==> src/rtl/wakeup_seq_pkg.sv <==
package wakeup_seq_pkg;

  typedef enum logic [1:0] {
    S_IDLE  = 2'd0,
    S_FETCH = 2'd1,
    S_APPLY = 2'd2
  } seq_state_t;

endpackage

==> src/rtl/wseq_timer.sv <==
module wseq_timer #(
  parameter int CNT_W = 16,
  parameter int TI_W  = 2,
  parameter int IDX   = 0
) (
  input  logic             clk,
  input  logic             rst,
  input  logic             en,
  input  logic             rate_sel,
  input  logic             rl_we,
  input  logic [TI_W-1:0]  rl_idx,
  input  logic             rl_alt,
  input  logic [CNT_W-1:0] rl_val,
  output logic             expire,
  output logic             fire
);

  logic [CNT_W-1:0] norm_q, alt_q, cnt_q, reload;

  assign reload = rate_sel ? alt_q : norm_q;
  assign expire = en && (cnt_q == '0);

  always_ff @(posedge clk) begin
    if (rst) begin
      norm_q <= '0;
      alt_q  <= '0;
      cnt_q  <= '0;
      fire   <= 1'b0;
    end else begin
      if (rl_we && (rl_idx == TI_W'(IDX))) begin
        if (rl_alt) alt_q  <= rl_val;
        else        norm_q <= rl_val;
      end
      fire <= expire;
      if (!en || (cnt_q == '0)) cnt_q <= reload;
      else                      cnt_q <= cnt_q - 1'b1;
    end
  end

endmodule

==> src/rtl/wseq_arbiter.sv <==
module wseq_arbiter #(
  parameter int N_TMR = 4,
  parameter int TI_W  = 2
) (
  input  logic             clk,
  input  logic             rst,
  input  logic [N_TMR-1:0] expire,
  input  logic             take,
  output logic             grant_v,
  output logic [TI_W-1:0]  gnt_idx
);

  logic [N_TMR-1:0] pend_q, gnt_mask;

  always_comb begin
    gnt_idx = '0;
    for (int i = N_TMR - 1; i >= 0; i--) begin
      if (pend_q[i]) gnt_idx = TI_W'(i);
    end
    grant_v  = take && (|pend_q);
    gnt_mask = '0;
    if (grant_v) gnt_mask[gnt_idx] = 1'b1;
  end

  always_ff @(posedge clk) begin
    if (rst) pend_q <= '0;
    else     pend_q <= (pend_q & ~gnt_mask) | expire;
  end


  pend_kept_chk: assert property (@(posedge clk) disable iff (rst)
    (|(pend_q & ~gnt_mask)) |=>
      ((pend_q & $past(pend_q & ~gnt_mask)) == $past(pend_q & ~gnt_mask)));

endmodule

==> src/rtl/wseq_setup_mem.sv <==
module wseq_setup_mem #(
  parameter int AW = 5,
  parameter int DW = 17
) (
  input  logic          clk,
  input  logic          we,
  input  logic [AW-1:0] waddr,
  input  logic [DW-1:0] wdata,
  input  logic          re,
  input  logic [AW-1:0] raddr,
  output logic [DW-1:0] rdata
);

  localparam int DEPTH = 1 << AW;

  logic [DW-1:0] mem [DEPTH];

  always_ff @(posedge clk) begin
    if (we) mem[waddr] <= wdata;
    if (re) rdata <= mem[raddr];
  end

endmodule

==> src/rtl/wseq_engine.sv <==
module wseq_engine
  import wakeup_seq_pkg::*;
#(
  parameter int TI_W   = 2,
  parameter int BK_W   = 1,
  parameter int ST_W   = 2,
  parameter int N_STEP = 4,
  parameter int CFG_W  = 16,
  localparam int AW    = BK_W + TI_W + ST_W
) (
  input  logic              clk,
  input  logic              rst,
  input  logic              grant_v,
  input  logic [TI_W-1:0]   gnt_idx,
  input  logic [BK_W-1:0]   bank_sel,
  input  logic              step_done,
  input  logic [CFG_W:0]    rd_data,
  output logic              take,
  output logic              rd_en,
  output logic [AW-1:0]     rd_addr,
  output logic              seq_active,
  output logic [TI_W-1:0]   seq_timer,
  output logic [CFG_W-1:0]  cfg_word,
  output logic              cfg_valid
);

  seq_state_t      state;
  logic [BK_W-1:0] bank_q;
  logic [ST_W-1:0] step_q, step_nx;
  logic            last_q, last_step;

  always_comb begin
    take      = (state == S_IDLE);
    step_nx   = step_q + 1'b1;
    last_step = last_q || (step_q == ST_W'(N_STEP - 1));
    rd_en     = (take && grant_v) ||
                ((state == S_APPLY) && step_done && !last_step);
    rd_addr   = take ? {bank_sel, gnt_idx, {ST_W{1'b0}}}
                     : {bank_q, seq_timer, step_nx};
  end

  always_ff @(posedge clk) begin
    if (rst) begin
      state      <= S_IDLE;
      bank_q     <= '0;
      step_q     <= '0;
      last_q     <= 1'b0;
      seq_active <= 1'b0;
      seq_timer  <= '0;
      cfg_word   <= '0;
      cfg_valid  <= 1'b0;
    end else begin
      unique case (state)
        S_IDLE: if (grant_v) begin
          seq_timer  <= gnt_idx;
          bank_q     <= bank_sel;
          step_q     <= '0;
          seq_active <= 1'b1;
          state      <= S_FETCH;
        end
        S_FETCH: begin
          cfg_word  <= rd_data[CFG_W-1:0];
          last_q    <= rd_data[CFG_W];
          cfg_valid <= 1'b1;
          state     <= S_APPLY;
        end
        S_APPLY: if (step_done) begin
          cfg_valid <= 1'b0;
          if (last_step) begin
            seq_active <= 1'b0;
            state      <= S_IDLE;
          end else begin
            step_q <= step_nx;
            state  <= S_FETCH;
          end
        end
        default: state <= S_IDLE;
      endcase
    end
  end


  cfg_in_seq_chk: assert property (@(posedge clk) disable iff (rst)
    cfg_valid |-> seq_active);


  first_word_chk: assert property (@(posedge clk) disable iff (rst)
    $rose(seq_active) |=> cfg_valid);


  word_hold_chk: assert property (@(posedge clk) disable iff (rst)
    (cfg_valid && !step_done) |=> (cfg_valid && $stable(cfg_word)));


  end_flag_chk: assert property (@(posedge clk) disable iff (rst)
    (cfg_valid && step_done && last_q) |=> !seq_active);

endmodule

==> src/rtl/wakeup_sequencer.sv <==
module wakeup_sequencer #(
  parameter int N_TMR  = 4,
  parameter int CNT_W  = 16,
  parameter int N_BANK = 2,
  parameter int N_STEP = 4,
  parameter int CFG_W  = 16,
  localparam int TI_W  = (N_TMR  > 1) ? $clog2(N_TMR)  : 1,
  localparam int BK_W  = (N_BANK > 1) ? $clog2(N_BANK) : 1,
  localparam int ST_W  = (N_STEP > 1) ? $clog2(N_STEP) : 1,
  localparam int AW    = BK_W + TI_W + ST_W
) (
  input  logic             clk,
  input  logic             rst,
  input  logic [N_TMR-1:0] tmr_en,
  input  logic [N_TMR-1:0] rate_sel,
  input  logic             rl_we,
  input  logic [TI_W-1:0]  rl_idx,
  input  logic             rl_alt,
  input  logic [CNT_W-1:0] rl_val,
  input  logic             mem_we,
  input  logic [AW-1:0]    mem_addr,
  input  logic [CFG_W:0]   mem_wdata,
  input  logic [BK_W-1:0]  bank_sel,
  input  logic             step_done,
  output logic [N_TMR-1:0] tmr_fire,
  output logic             seq_active,
  output logic [TI_W-1:0]  seq_timer,
  output logic [CFG_W-1:0] cfg_word,
  output logic             cfg_valid
);

  logic [N_TMR-1:0] expire;
  logic             take, grant_v, rd_en;
  logic [TI_W-1:0]  gnt_idx;
  logic [AW-1:0]    rd_addr;
  logic [CFG_W:0]   rd_data;

  for (genvar g = 0; g < N_TMR; g++) begin : g_tmr
    wseq_timer #(.CNT_W(CNT_W), .TI_W(TI_W), .IDX(g)) u_tmr (
      .clk      (clk),
      .rst      (rst),
      .en       (tmr_en[g]),
      .rate_sel (rate_sel[g]),
      .rl_we    (rl_we),
      .rl_idx   (rl_idx),
      .rl_alt   (rl_alt),
      .rl_val   (rl_val),
      .expire   (expire[g]),
      .fire     (tmr_fire[g])
    );
  end

  wseq_arbiter #(.N_TMR(N_TMR), .TI_W(TI_W)) u_arb (
    .clk     (clk),
    .rst     (rst),
    .expire  (expire),
    .take    (take),
    .grant_v (grant_v),
    .gnt_idx (gnt_idx)
  );

  wseq_setup_mem #(.AW(AW), .DW(CFG_W + 1)) u_mem (
    .clk   (clk),
    .we    (mem_we),
    .waddr (mem_addr),
    .wdata (mem_wdata),
    .re    (rd_en),
    .raddr (rd_addr),
    .rdata (rd_data)
  );

  wseq_engine #(
    .TI_W(TI_W), .BK_W(BK_W), .ST_W(ST_W), .N_STEP(N_STEP), .CFG_W(CFG_W)
  ) u_eng (
    .clk        (clk),
    .rst        (rst),
    .grant_v    (grant_v),
    .gnt_idx    (gnt_idx),
    .bank_sel   (bank_sel),
    .step_done  (step_done),
    .rd_data    (rd_data),
    .take       (take),
    .rd_en      (rd_en),
    .rd_addr    (rd_addr),
    .seq_active (seq_active),
    .seq_timer  (seq_timer),
    .cfg_word   (cfg_word),
    .cfg_valid  (cfg_valid)
  );

endmodule

==> config.mk <==
export PLATFORM = sky130hd
export DESIGN_NAME = wakeup_sequencer
export DESIGN_NICKNAME = d
export VERILOG_FILES = /design/src/rtl/wakeup_seq_pkg.sv /design/src/rtl/wseq_timer.sv /design/src/rtl/wseq_arbiter.sv /design/src/rtl/wseq_setup_mem.sv /design/src/rtl/wseq_engine.sv /design/src/rtl/wakeup_sequencer.sv
export SDC_FILE = /design/constraint.sdc
export NUM_CORES = 1
export LEC_CHECK = 0
export CAP_MARGIN = 10
export CORE_UTILIZATION = 55
export CTS_BUF_LIST = sky130_fd_sc_hd__clkbuf_4 sky130_fd_sc_hd__clkbuf_8
export DETAILED_ROUTE_END_ITERATION = 16
export HOLD_SLACK_MARGIN = 0.08
export PLACE_DENSITY = 0.72
export SLEW_MARGIN = 5
export SYNTH_ARGS = -nofsm -noshare
export SYNTH_HDL_FRONTEND = slang
export SYNTH_SLANG_ARGS = --single-unit
==> constraint.sdc <==
create_clock -name clk -period 4 [get_ports clk]
set_input_delay 1 -clock clk [delete_from_list [all_inputs] [get_ports clk]]
set_output_delay 1 -clock clk [all_outputs]
set_load 0.05 [all_outputs]
==> flow_metrics.env <==
export IMPL_status="complete, no violations"
export IMPL_slew_limit_headroom_pct=25.37
export IMPL_grt_start_max_net_pins=94
export IMPL_power_density_nw_per_um2=481.0
export IMPL_hpwlAfterDp_mm=54.14
export IMPL_reg2regPathDepth=7
export IMPL_final_layout_size_suffix_gt1_share_pct=15.66
export IMPL_top_delay_family_on_crit_path="buffers and inverters"
export IMPL_floorplan_rows=88
export IMPL_synthDistinctLibCells=78
export IMPL_worst_skew_pair_late_latency_ps=800
export IMPL_timing_final_hold_violations=0
export IMPL_syn_area_per_cell_um2=12.22
export IMPL_finalClockSkew_ps=27.00
export IMPL_fp_dieArea_um2=59760
export IMPL_ys_seq_elements=787
export IMPL_worstMarginPinSlew_ps=1119
export IMPL_drt_pass1_iterations=6
export IMPL_grt_antenna_before_repair=1
export IMPL_layout_cells_most_common="sky130_fd_sc_hd__edfxtp_1"
export IMPL_critPathMaxStageDelay_ps=930
export IMPL_htreeDepth=4
export IMPL_holdBufCountCts=0
export IMPL_cp_data_required_time_ps=3000
export IMPL_vias_in_the_first_global_route=21710
export IMPL_floorplan_die_width_um=244.5
export IMPL_drt_total_wl_mm=86.04
export IMPL_clock_sinks=787
export IMPL_cp_data_arrival_time_ps=2440
export IMPL_hold_path_class="flop to flop"
export IMPL_fin_setup_tns_ps=0
export IMPL_ys_dominant_reg_cell="sky130_fd_sc_hd__edfxtp_1"
export IMPL_number_of_buffers_and_inverters_on_the_critical_path=1
export IMPL_drc_errors=0
export IMPL_report_final_setup_viol=0
export IMPL_finalNetCount=2824
export IMPL_grt_pass1_wl_mm=129.0
export IMPL_syn_cell_area_um2=32330
export IMPL_fmax_mhz=290.8
export IMPL_drt_iter0_drcs=2402
export IMPL_synth_edff_count=561
export IMPL_r2r_end="u_mem.rdata[15]"
export IMPL_vdd_ir_drop_worst_mv=0.3718
export IMPL_timing_final_max_slew_violations=0
export IMPL_netlist_instances=2645
export IMPL_cp_depth=1
export IMPL_io_pins=79
export IMPL_preCtsSetupSlack_ps=752.0
export IMPL_clk_pin_slew_ps=60
export IMPL_yosysSeqAreaShare_pct=66.09
export IMPL_cp_max_delay_cell="sky130_fd_sc_hd__clkdlybuf4s50_1"
export IMPL_grt_use_total_pct=28.91
export IMPL_core_area_um2=57920
export IMPL_maxCapViolCount=0
export IMPL_gp_congestion=0.9426
export IMPL_cp_end_kind="output port"
export IMPL_timing_final_ws_setup_ps=561.2
export IMPL_synth_fp_nets=2708
export IMPL_cellLeakagePower_nw=12.00
export IMPL_critical_register_to_register_path_startpoint="u_eng.state[1]"
export IMPL_timing_critical_path_from_type="flop"
export IMPL_rrSetupSlack_ps=830
export IMPL_final_period_minus_worst_setup_slack_ps=3439
export IMPL_die_height_um=244.5
export IMPL_synth_async_reset_ratio_pct=0
export IMPL_cts_buffers_inserted=131
export IMPL_fin_crit_sh_pct=85.97
export IMPL_layout_area_overhead_vs_synth_pct=13.16
export IMPL_antenna_left=0
export IMPL_rsz_0062_raised_after_global_routing="false"
export IMPL_crit_fanout=10
export IMPL_setup_worst_path_start="u_eng.seq_timer[1]"
export IMPL_starting_density_pct=55.83
export IMPL_global_route_overflow_total=0
export IMPL_drt_vias_per_instance=6.174
export IMPL_dr_total_vias=22360
export IMPL_most_common_layout_cells="sky130_fd_sc_hd__edfxtp_1 (561), sky130_fd_sc_hd__nand2_1 (479), sky130_fd_sc_hd__dfxtp_1 (225), sky130_fd_sc_hd__a21oi_1 (186), sky130_fd_sc_hd__clkbuf_8 (142)"
export IMPL_worst_setup_path_endpoint="seq_timer[1]"
export IMPL_crit_type="flop to output port"
export IMPL_port_buffers=78
export IMPL_root_buf_cell="sky130_fd_sc_hd__clkbuf_8"
export IMPL_yosys_warnings=0
export IMPL_cts_repair_resize_count=0
export IMPL_tritoncts="yes"
export IMPL_clock_path_buffers=3
export IMPL_path_cells="clkdlybuf4s50_1"
export IMPL_postCtsSetupRepairBufs=0
export IMPL_wl_per_cell_um=23.76
[logic make-up after synthesis]
group                    count (synthesis)  share of synthesized area [%]
AND/OR/NAND/NOR                        856                          11.85
XOR/XNOR                                50                          1.354
multiplexers                           164                          6.191
adder cells (fa/ha/maj)                  8                         0.3096
flip-flops                             787                          66.09
buffers and inverters                  210                          2.755
AO/OA/AOI/OAI                          570                          11.45
[how the worst min path moves through the flow]
stage,from,to,slack [ps],cells after the start
2_1_floorplan,g_tmr[0].u_tmr.norm_q[0],g_tmr[0].u_tmr.norm_q[0],430,2
3_3_place_gp,g_tmr[0].u_tmr.norm_q[1],g_tmr[0].u_tmr.norm_q[1],440,2
3_5_place_dp,g_tmr[0].u_tmr.norm_q[1],g_tmr[0].u_tmr.norm_q[1],440,2
4_1_cts,g_tmr[0].u_tmr.norm_q[1],g_tmr[0].u_tmr.norm_q[1],450,2
5_1_grt,g_tmr[3].u_tmr.norm_q[8],g_tmr[3].u_tmr.norm_q[8],470,2
6_report,g_tmr[1].u_tmr.norm_q[5],g_tmr[1].u_tmr.norm_q[5],450,2
[layout make-up]
cell class                      count  area (um^2)
Clock buffer                      183         2262
Fill cell                        4368        21330
Multi-Input combinational cell   1648        10130
Timing Repair Buffer              176         1538
Clock inverter                     44        262.8
Tap cell                          765        957.2
Inverter                           17        63.81
Antenna cell                        1        2.502
Sequential cell                   787        21370
[synth_stat cells, drive strengths merged, types with 18 or more instances]
cell,instances,area share (%)
edfxtp,561,52
nand2,481,5.6
dfxtp,226,14
a21oi,186,2.9
nor2,140,1.6
clkbuf,138,1.6
o21ai,104,1.6
a211oi,93,2.4
mux2i,74,2.3
mux2,68,2.4
buf,55,0.91
nand4,34,0.66
xnor2,34,0.92
nor2b,31,0.60
a31oi,30,0.58
a22oi,27,0.63
nand3,27,0.42
o22ai,26,0.50
nor3,24,0.37
mux4,22,1.5
and3,20,0.39
a311oi,18,0.51
[layer usage]
metal  track usage [%]  wire [um]
met2             46.86      41040
met3             5.597       7944
met5             1.389        113
met1             37.25      33780
met4             14.12       3167
[report_power, final]
part	leakage (nW)	internal, mW	switching (mW)
combinational	3.76	0.585	1.06
clock	1.34	3.72	3.18
sequential	6.89	8.93	0.128
total	12.0	13.2	4.36
[sequential cells by signal, summed over array words and instances (netlist names), 2 cells and up]
signal / flops
u_eng.step_q: 2
u_mem.mem: 544
u_eng.seq_timer: 2
u_eng.cfg_word: 16
g_tmr.u_tmr.norm_q: 64
u_eng.state: 2
u_mem.rdata: 17
g_tmr.u_tmr.alt_q: 64
g_tmr.u_tmr.fire: 4
u_arb.pend_q: 4
g_tmr.u_tmr.cnt_q: 64
[metrics by stage]
step           instance area [um^2]  instances  hold slack [ps]  utilization (%)  power (mW)
3_5_place_dp                  34060       3393            442.0            58.81       10.84
2_1_floorplan                 32330       2645            431.8                -       10.25
4_1_cts                       36590       3620            449.9            63.17       17.66
3_3_place_gp                  34060       3393            437.1            58.81       10.80
5_1_grt                       36590       3621            467.8            63.18       18.16
6_report                      36590       3621            450.4            63.18       17.60
(Power assumes the default switching activity.)
